`src/rtl/arb_pkg.sv`:
```
package arb_pkg;
    localparam int PRIO_W = 2;
    typedef enum logic [PRIO_W-1:0] {
        PL_LOW  = 2'd0,
        PL_MED  = 2'd1,
        PL_HIGH = 2'd2,
        PL_TOP  = 2'd3
    } prio_lvl_e;
endpackage

```
`src/rtl/arb_mask.sv`:
```
module arb_mask #(
    parameter int N  = 8,
    parameter int PW = arb_pkg::PRIO_W
) (
    input  logic [N-1:0]         req,
    input  logic [N-1:0]         en,
    input  logic [N*PW-1:0]      prio_flat,
    output logic [N-1:0]         live,
    output logic [N-1:0][PW-1:0] prio_arr
);
    for (genvar g = 0; g < N; g++) begin : g_lane
        assign live[g]     = req[g] & en[g];
        assign prio_arr[g] = prio_flat[g*PW +: PW];
    end
endmodule

```
`src/rtl/arb_pick.sv`:
```
module arb_pick #(
    parameter int N  = 8,
    parameter int PW = arb_pkg::PRIO_W,
    parameter int IW = $clog2(N)
) (
    input  logic [N-1:0]         live,
    input  logic [N-1:0][PW-1:0] prio_arr,
    output logic                 found,
    output logic [IW-1:0]        idx,
    output logic [N-1:0]         onehot
);
    logic [PW-1:0] best_p;

    always_comb begin
        found  = 1'b0;
        idx    = '0;
        best_p = '0;
        // strict greater-than keeps the lower index on a tie
        for (int i = 0; i < N; i++) begin
            if (live[i] && (!found || prio_arr[i] > best_p)) begin
                found  = 1'b1;
                idx    = IW'(i);
                best_p = prio_arr[i];
            end
        end
        onehot = found ? (N'(1) << idx) : '0;
    end
endmodule

```
`src/rtl/stream_prio_arbiter.sv`:
```
module stream_prio_arbiter #(
    parameter int N     = 8,
    parameter int PW    = arb_pkg::PRIO_W,
    localparam int IDX_W = (N > 1) ? $clog2(N) : 1
) (
    input  logic             clk,
    input  logic             rst_n,
    input  logic [N-1:0]     req_i,
    input  logic [N-1:0]     enable_i,
    input  logic [N*PW-1:0]  prio_i,
    input  logic             done_i,
    output logic [N-1:0]     grant_o,
    output logic [IDX_W-1:0] grant_idx_o,
    output logic             valid_o
);
    typedef struct packed {
        logic             busy;
        logic [N-1:0]     grant;
        logic [IDX_W-1:0] idx;
    } arb_state_t;

    arb_state_t st_d, st_q;

    logic [N-1:0]         live;
    logic [N-1:0][PW-1:0] prio_arr;
    logic                 win_found;
    logic [IDX_W-1:0]     win_idx;
    logic [N-1:0]         win_onehot;

    arb_mask #(.N(N), .PW(PW)) u_mask (
        .req       (req_i),
        .en        (enable_i),
        .prio_flat (prio_i),
        .live      (live),
        .prio_arr  (prio_arr)
    );

    arb_pick #(.N(N), .PW(PW), .IW(IDX_W)) u_pick (
        .live     (live),
        .prio_arr (prio_arr),
        .found    (win_found),
        .idx      (win_idx),
        .onehot   (win_onehot)
    );

    always_comb begin
        st_d = st_q;
        if (st_q.busy) begin
            if (done_i) begin
                st_d.busy  = 1'b0;
                st_d.grant = '0;
                st_d.idx   = '0;
            end
        end else begin
            st_d.busy  = win_found;
            st_d.grant = win_onehot;
            st_d.idx   = win_idx;
        end
    end

    always_ff @(posedge clk or negedge rst_n) begin
        if (!rst_n) begin
            st_q <= '0;
        end else begin
            st_q <= st_d;
        end
    end

    assign grant_o     = st_q.grant;
    assign grant_idx_o = st_q.idx;
    assign valid_o     = st_q.busy;
endmodule

```
`config.mk`:
```
export PLATFORM = sky130hd
export DESIGN_NAME = stream_prio_arbiter
export DESIGN_NICKNAME = d
export VERILOG_FILES = /design/src/rtl/arb_pkg.sv /design/src/rtl/arb_mask.sv /design/src/rtl/arb_pick.sv /design/src/rtl/stream_prio_arbiter.sv
export SDC_FILE = /design/constraint.sdc
export NUM_CORES = 1
export LEC_CHECK = 0
export ABC_AREA = 1
export BUFFER_PORTS_ARGS = -buffer_cell sky130_fd_sc_hd__buf_2
export CORE_ASPECT_RATIO = 1.25
export CORE_MARGIN = 1.5
export CORE_UTILIZATION = 43
export CTS_CLUSTER_DIAMETER = 60
export DETAILED_ROUTE_END_ITERATION = 10
export GPL_TIMING_DRIVEN = 0
export PLACE_DENSITY_LB_ADDON = 0.3
export SYNTH_ARGS = -nofsm -noshare
export SYNTH_HDL_FRONTEND = slang
export SYNTH_HIERARCHICAL = 1
export SYNTH_SLANG_ARGS = --single-unit
```
`constraint.sdc`:
```
create_clock -name clk -period 1.1 [get_ports clk]
set_clock_uncertainty 0.05 [all_clocks]
set_input_delay 0 -clock clk [delete_from_list [all_inputs] [get_ports clk]]
set_output_delay 0 -clock clk [all_outputs]
set_load 0.01 [all_outputs]
```
=== Word-level counts from Yosys, hierarchy flattened ===
Index checks and enable logic that the tools add are counted.

* Order comparisons: 7
* Eq/ne operators: 1
* Shifts and indexed selects: 1
* Mux-type cells: 25
* Bitwise logic cells: 8
* Reductions and logical operators: 21

{| class="wikitable"
|+ Operator list
! kind !! count
|-
| two-way mux 12 bit || 2
|-
| two-way mux 2 bit || 9
|-
| greater-than comparator 2 bit || 7
|-
| two-way mux 3 bit || 4
|-
| two-way mux 1 bit || 9
|-
| AND 1 bit || 8
|-
| two-way mux 8 bit || 1
|-
| << shifter 1 x 3 -> 8 bit (first input constant) || 1
|-
| logical AND 1 bit || 7
|-
| logical NOT 1 bit || 7
|-
| logical OR 1 bit || 7
|-
| != test 2 bit (second input constant) || 1
|}

* Flip-flop bits (word level): 12
* Bits of input ports: 35
* Output and inout port bits: 12
* Word-level logic and storage cells: 66

=== Depth between registers and ports, before layout ===
* Depth in word-level cells: 33
* Gate-level depth with buffers: 66
* Mapped depth without buffers: 66

=== Cells and area by module ===
Netlist, hierarchy kept.

{| class="wikitable"
|+ Modules (own cells, without submodules)
! module !! times used !! cells an instance !! area an instance (sq um) !! sequential area each (sq um)
|-
| arb_pick || 1 || 139 || 760.7 || 0.0
|-
| stream_prio_arbiter || 1 || 52 || 478.0 || 300.3
|-
| arb_mask || 1 || 32 || 180.2 || 0.0
|}

=== Worst setup path after synthesis ===
OpenSTA, ideal clock, no wires.

* Kind: in2reg
* From: input port req_i[0]
* To: register st_q (netlist bit grant_o[4])
* Library setup time: 0.065 ns
* Arrival: 7.004 ns
* Data required time: 0.985 ns
* Path slack: -6.018 ns
* Stages: 61
* Buffers on the path: 0
* Path through: nand2_1 inv_1 nand2_1 ha_1 nand2_1 nand2_1 nand2_1 nand2_2 nand2_2 nand2_1 o21ai_0 ha_1 nor2_1 or2_2 nand3_2 nand2_2 nand2_4 nand2_1 [... 25 more ...] a21oi_1 inv_1 nor2_1 o21bai_1 ha_1 inv_1 nor2_1 o21ai_0 a21oi_1 inv_1 nand2_1 inv_1 nand3_4 inv_2 or2_1 inv_1 nand2_1 nand2_1

* Word-level cells in the longest chain between the ends: 33
* Elaborated cells on any way between the ends: 54
* Classes of those cells: order compare: 7; shift: 1; mux: 24; bitwise: 1; reduce/logical: 21

{| class="wikitable"
|+ RTL lines
! element !! RTL line !! source
|-
| start, declared || stream_prio_arbiter.sv:8 || <nowiki>input logic [N-1:0] req_i,</nowiki>
|-
| AND 1 bit (*) || arb_mask.sv:12 || <nowiki>assign live[g] = req[g] & en[g];</nowiki>
|-
| net live[0] || stream_prio_arbiter.sv:24 || <nowiki>logic [N-1:0] live;</nowiki>
|-
| two-way mux 2 bit / two-way mux 1 bit (equally long branches) || arb_pick.sv:20 || <nowiki>if (live[i] && (!found || prio_arr[i] > best_p)) begin</nowiki>
|-
| greater-than comparator 2 bit / logical NOT 1 bit (equally long branches) || arb_pick.sv:20 ||
|-
| logical OR 1 bit || arb_pick.sv:20 ||
|-
| logical AND 1 bit || arb_pick.sv:20 ||
|-
| two-way mux 2 bit / two-way mux 1 bit (equally long branches) || arb_pick.sv:20 ||
|-
| greater-than comparator 2 bit / logical NOT 1 bit (equally long branches) || arb_pick.sv:20 ||
|-
| [... 20 more ...] || - ||
|-
| logical OR 1 bit || arb_pick.sv:20 ||
|-
| logical AND 1 bit || arb_pick.sv:20 ||
|-
| two-way mux 3 bit (*) || arb_pick.sv:20 ||
|-
| net win_idx[2] || stream_prio_arbiter.sv:27 || <nowiki>logic [IDX_W-1:0] win_idx;</nowiki>
|-
| << shifter 1 x 3 -> 8 bit (*) || arb_pick.sv:26 || <nowiki>onehot = found ? (N'(1) << idx) : '0;</nowiki>
|-
| two-way mux 8 bit (*) || arb_pick.sv:26 ||
|-
| net win_onehot[4] || stream_prio_arbiter.sv:28 || <nowiki>logic [N-1:0] win_onehot;</nowiki>
|-
| two-way mux 12 bit (*) || stream_prio_arbiter.sv:48 || <nowiki>if (st_q.busy) begin</nowiki>
|-
| end signal, assigned || stream_prio_arbiter.sv:65 || <nowiki>st_q <= st_d;</nowiki>
|-
| end, declared || stream_prio_arbiter.sv:22 || <nowiki>arb_state_t st_d, st_q;</nowiki>
|}

Mark *: on every way through the listed nets, which the timed path passes. The rest lies on a longest branch.
A chain may end at the register's enable or synchronous reset.

=== Worst setup path after layout ===
Ends and elaborated chain as after synthesis.

==> results.sh <==
export IMPL_cts_htree_levels=1
export IMPL_syn_to_final_growth_pct=61.9
export IMPL_grt_total_usage=0.189
export IMPL_cp_slowest_cell="ha_1"
export IMPL_netlist_area_mm2=0.00142
export IMPL_fp_dieArea_mm2=0.00366
export IMPL_fin_ws_ps=-5540
export IMPL_grt_pass1_vias=1452
export IMPL_rsz0062_at_grt="true"
export IMPL_synth_nets=268
export IMPL_leakage_nw=1.32
export IMPL_finalMaxSlewViolations=0
export IMPL_drt_pass1_iter_count=4
export IMPL_netlist_instances=223
export IMPL_finalCritPeriodShare=6.04
export IMPL_whs_ps=106
export IMPL_avgSynthCellArea_um2=6.36
export IMPL_rrSetupSlack_ps=200
export IMPL_synth_most_common_cell="nand2_1"
export IMPL_grt_ovfl_total=0
export IMPL_std_cell_rows=23
export IMPL_layout_drive_gt1_share=0.540
export IMPL_ant_nets=0
export IMPL_die_height_um=67.2
export IMPL_dp_hpwl_um=2330
export IMPL_start_kind="input port"
export IMPL_cts_buffer_depth=2
export IMPL_antenna_found_initial=0
export IMPL_relSlewSlack=0.828
export IMPL_via_count=1577
export IMPL_gp_congestion=0.729
export IMPL_seq_area_frac_synth=0.212
export IMPL_ir_worst_vdd_mv=0.871
export IMPL_synth_edf_count=0
export IMPL_grt_first_pass_wirelength_um=5240
export IMPL_crit_type="in2reg"
export IMPL_hp_class="in2async"
export IMPL_slowest_delay_ps=290
export IMPL_path_common_cell="nand2_4"
export IMPL_rr_worst_depth=3
export IMPL_clk_pin_slew_ps=50
export IMPL_drt_total_wl_um=3580
export IMPL_io_buffers=30
export IMPL_hold_viol=0
export IMPL_finalCriticalPeriod_ps=6640
export IMPL_synthFlopType="dfrtp_1"
export IMPL_root_buffer="clkbuf_8"
export IMPL_netlist_top_cells_count="nand2_1 (62), inv_1 (41), nand3_1 (19)"
export IMPL_initial_core_util=0.448
export IMPL_yosys_top_cells_area="dfrtp_1 (21%), nand2_1 (16%), inv_1 (11%), buf_4 (9.0%), ha_1 (8.8%)"
export IMPL_worstPathArrival_ps=6780
export IMPL_wl_per_cell_um=11.0
export IMPL_synth_top_cell_area_share=0.212
export IMPL_async_flop_share=1.00
export IMPL_yosys_area_top_type="dfrtp_1"
export IMPL_setup_viol=12
export IMPL_diodes=0
export IMPL_drt_iter0_drc=24
export IMPL_ys_types=23
export IMPL_r2r_end="grant_o[5]"
export IMPL_cts_made_buffers=3
export IMPL_ys_ff_latch=12
export IMPL_fin_nets=335
export IMPL_num_io_pins=47
export IMPL_final_util=0.726
export IMPL_powerDensity_mw_per_mm2=1220
export IMPL_rr_startpoint="valid_o"
export IMPL_clk_latency_ps=240
export IMPL_core_area_mm2=0.00317
export IMPL_vias_per_cell=4.84
export IMPL_violations="setup timing"
export IMPL_die_w_um=54.4
export IMPL_tightestPinTransition_ps=257
export IMPL_endpoint_kind="register"
export IMPL_ys_warn_count=6
export IMPL_crit_fanout=4
export IMPL_maxCapViolations=0
export IMPL_tritoncts="yes"
export IMPL_worstPathRequired_ps=1230
export IMPL_fmax_mhz=150
export IMPL_status="finished, violations left"
export IMPL_grt_max_degree=13
export IMPL_drc=0
export IMPL_cts_sinks=12
critical path: cells and delay by family:
family,cells,cell delay [ps]
buffers and inverters,13,860
adder cells (fa/ha/maj),7,1770
AND/OR/NAND/NOR,29,2470
AO/OA/AOI/OAI,13,1680
power breakdown:
group          switching, W  internal (W)  total, W
clock              0.000159      0.000316  0.000474
combinational      0.000900      0.000780   0.00168
sequential        0.0000698      0.000571  0.000640
total               0.00113       0.00167   0.00279
cell families after synthesis:
family / share of synthesized area
and+or+nand+nor: 0.409
buffers and inverters: 0.215
AOI/OAI and AO/OA: 0.0758
DFF: 0.212
adders and majority gates: 0.0882
timing repair:
item,in CTS,in global routing
hold endpoints to repair,14,0
gates resized for setup,34,35
pin swaps,50,17
hold buffers,2,0
buffers inserted,28,5
setup endpoints to repair,12,12
per-stage QoR:
| stage | setup TNS (ps) | power, W | instances | area [um^2] | setup WS (ps) |
|---|---|---|---|---|---|
| after floorplan | -58650 | 0.00152 | 223 | 1500 | -5510 |
| after global placement | -65820 | 0.00179 | 290 | 1690 | -6150 |
| after detailed placement | -67080 | 0.00182 | 290 | 1690 | -6260 |
| after CTS | -57760 | 0.00257 | 321 | 2120 | -5360 |
| after global routing | -64010 | 0.00300 | 326 | 2300 | -5950 |
| final | -59740 | 0.00279 | 326 | 2300 | -5540 |
layout make-up:
cell class,instances,area [um^2]
Multi-Input combinational cell,149,1130
Fill cell,270,868
Timing Repair Buffer,62,438
Sequential cell,12,300
Inverter,43,176
Buffer,19,148
Clock buffer,4,55.1
Tap cell,37,46.3
worst max-delay path by stage:
stage / depth (start not counted) / from / slack (ps) / to
floorplan: 61 / prio_i[0] / -5510 / grant_o[4]
global placement: 63 / req_i[0] / -6150 / grant_o[4]
detailed placement: 63 / req_i[0] / -6260 / grant_o[4]
CTS: 62 / req_i[0] / -5360 / grant_o[4]
global route: 62 / req_i[0] / -5950 / grant_o[4]
finish: 62 / req_i[0] / -5540 / grant_o[4]
metal layers:
layer  wire length, um  global-route usage
met1              1250               0.167
met2              2100               0.386
met3               125              0.0133
met4               107               0.119
met5                 0                   0
state kept, by name, indices dropped and copies added (netlist names):
| name | count |
|---|---|
| grant_idx_o | 3 |
| grant_o | 8 |
| valid_o | 1 |
cell usage in the layout, fill, tap and decap left out, types with 4 or more instances in the layout:
cell      instances
o21ai_4           5
dfrtp_1          12
inv_2             6
o21ai_2           5
nand2_2          13
inv_1            33
buf_6             8
nand2_1          49
nor2_1            7
clkbuf_8          4
nand3_2           4
nand2_4          13
nand3_1          18
buf_4            40
ha_4              7
nor2_2            5
buf_2            29
(Power assumes the default switching activity.)
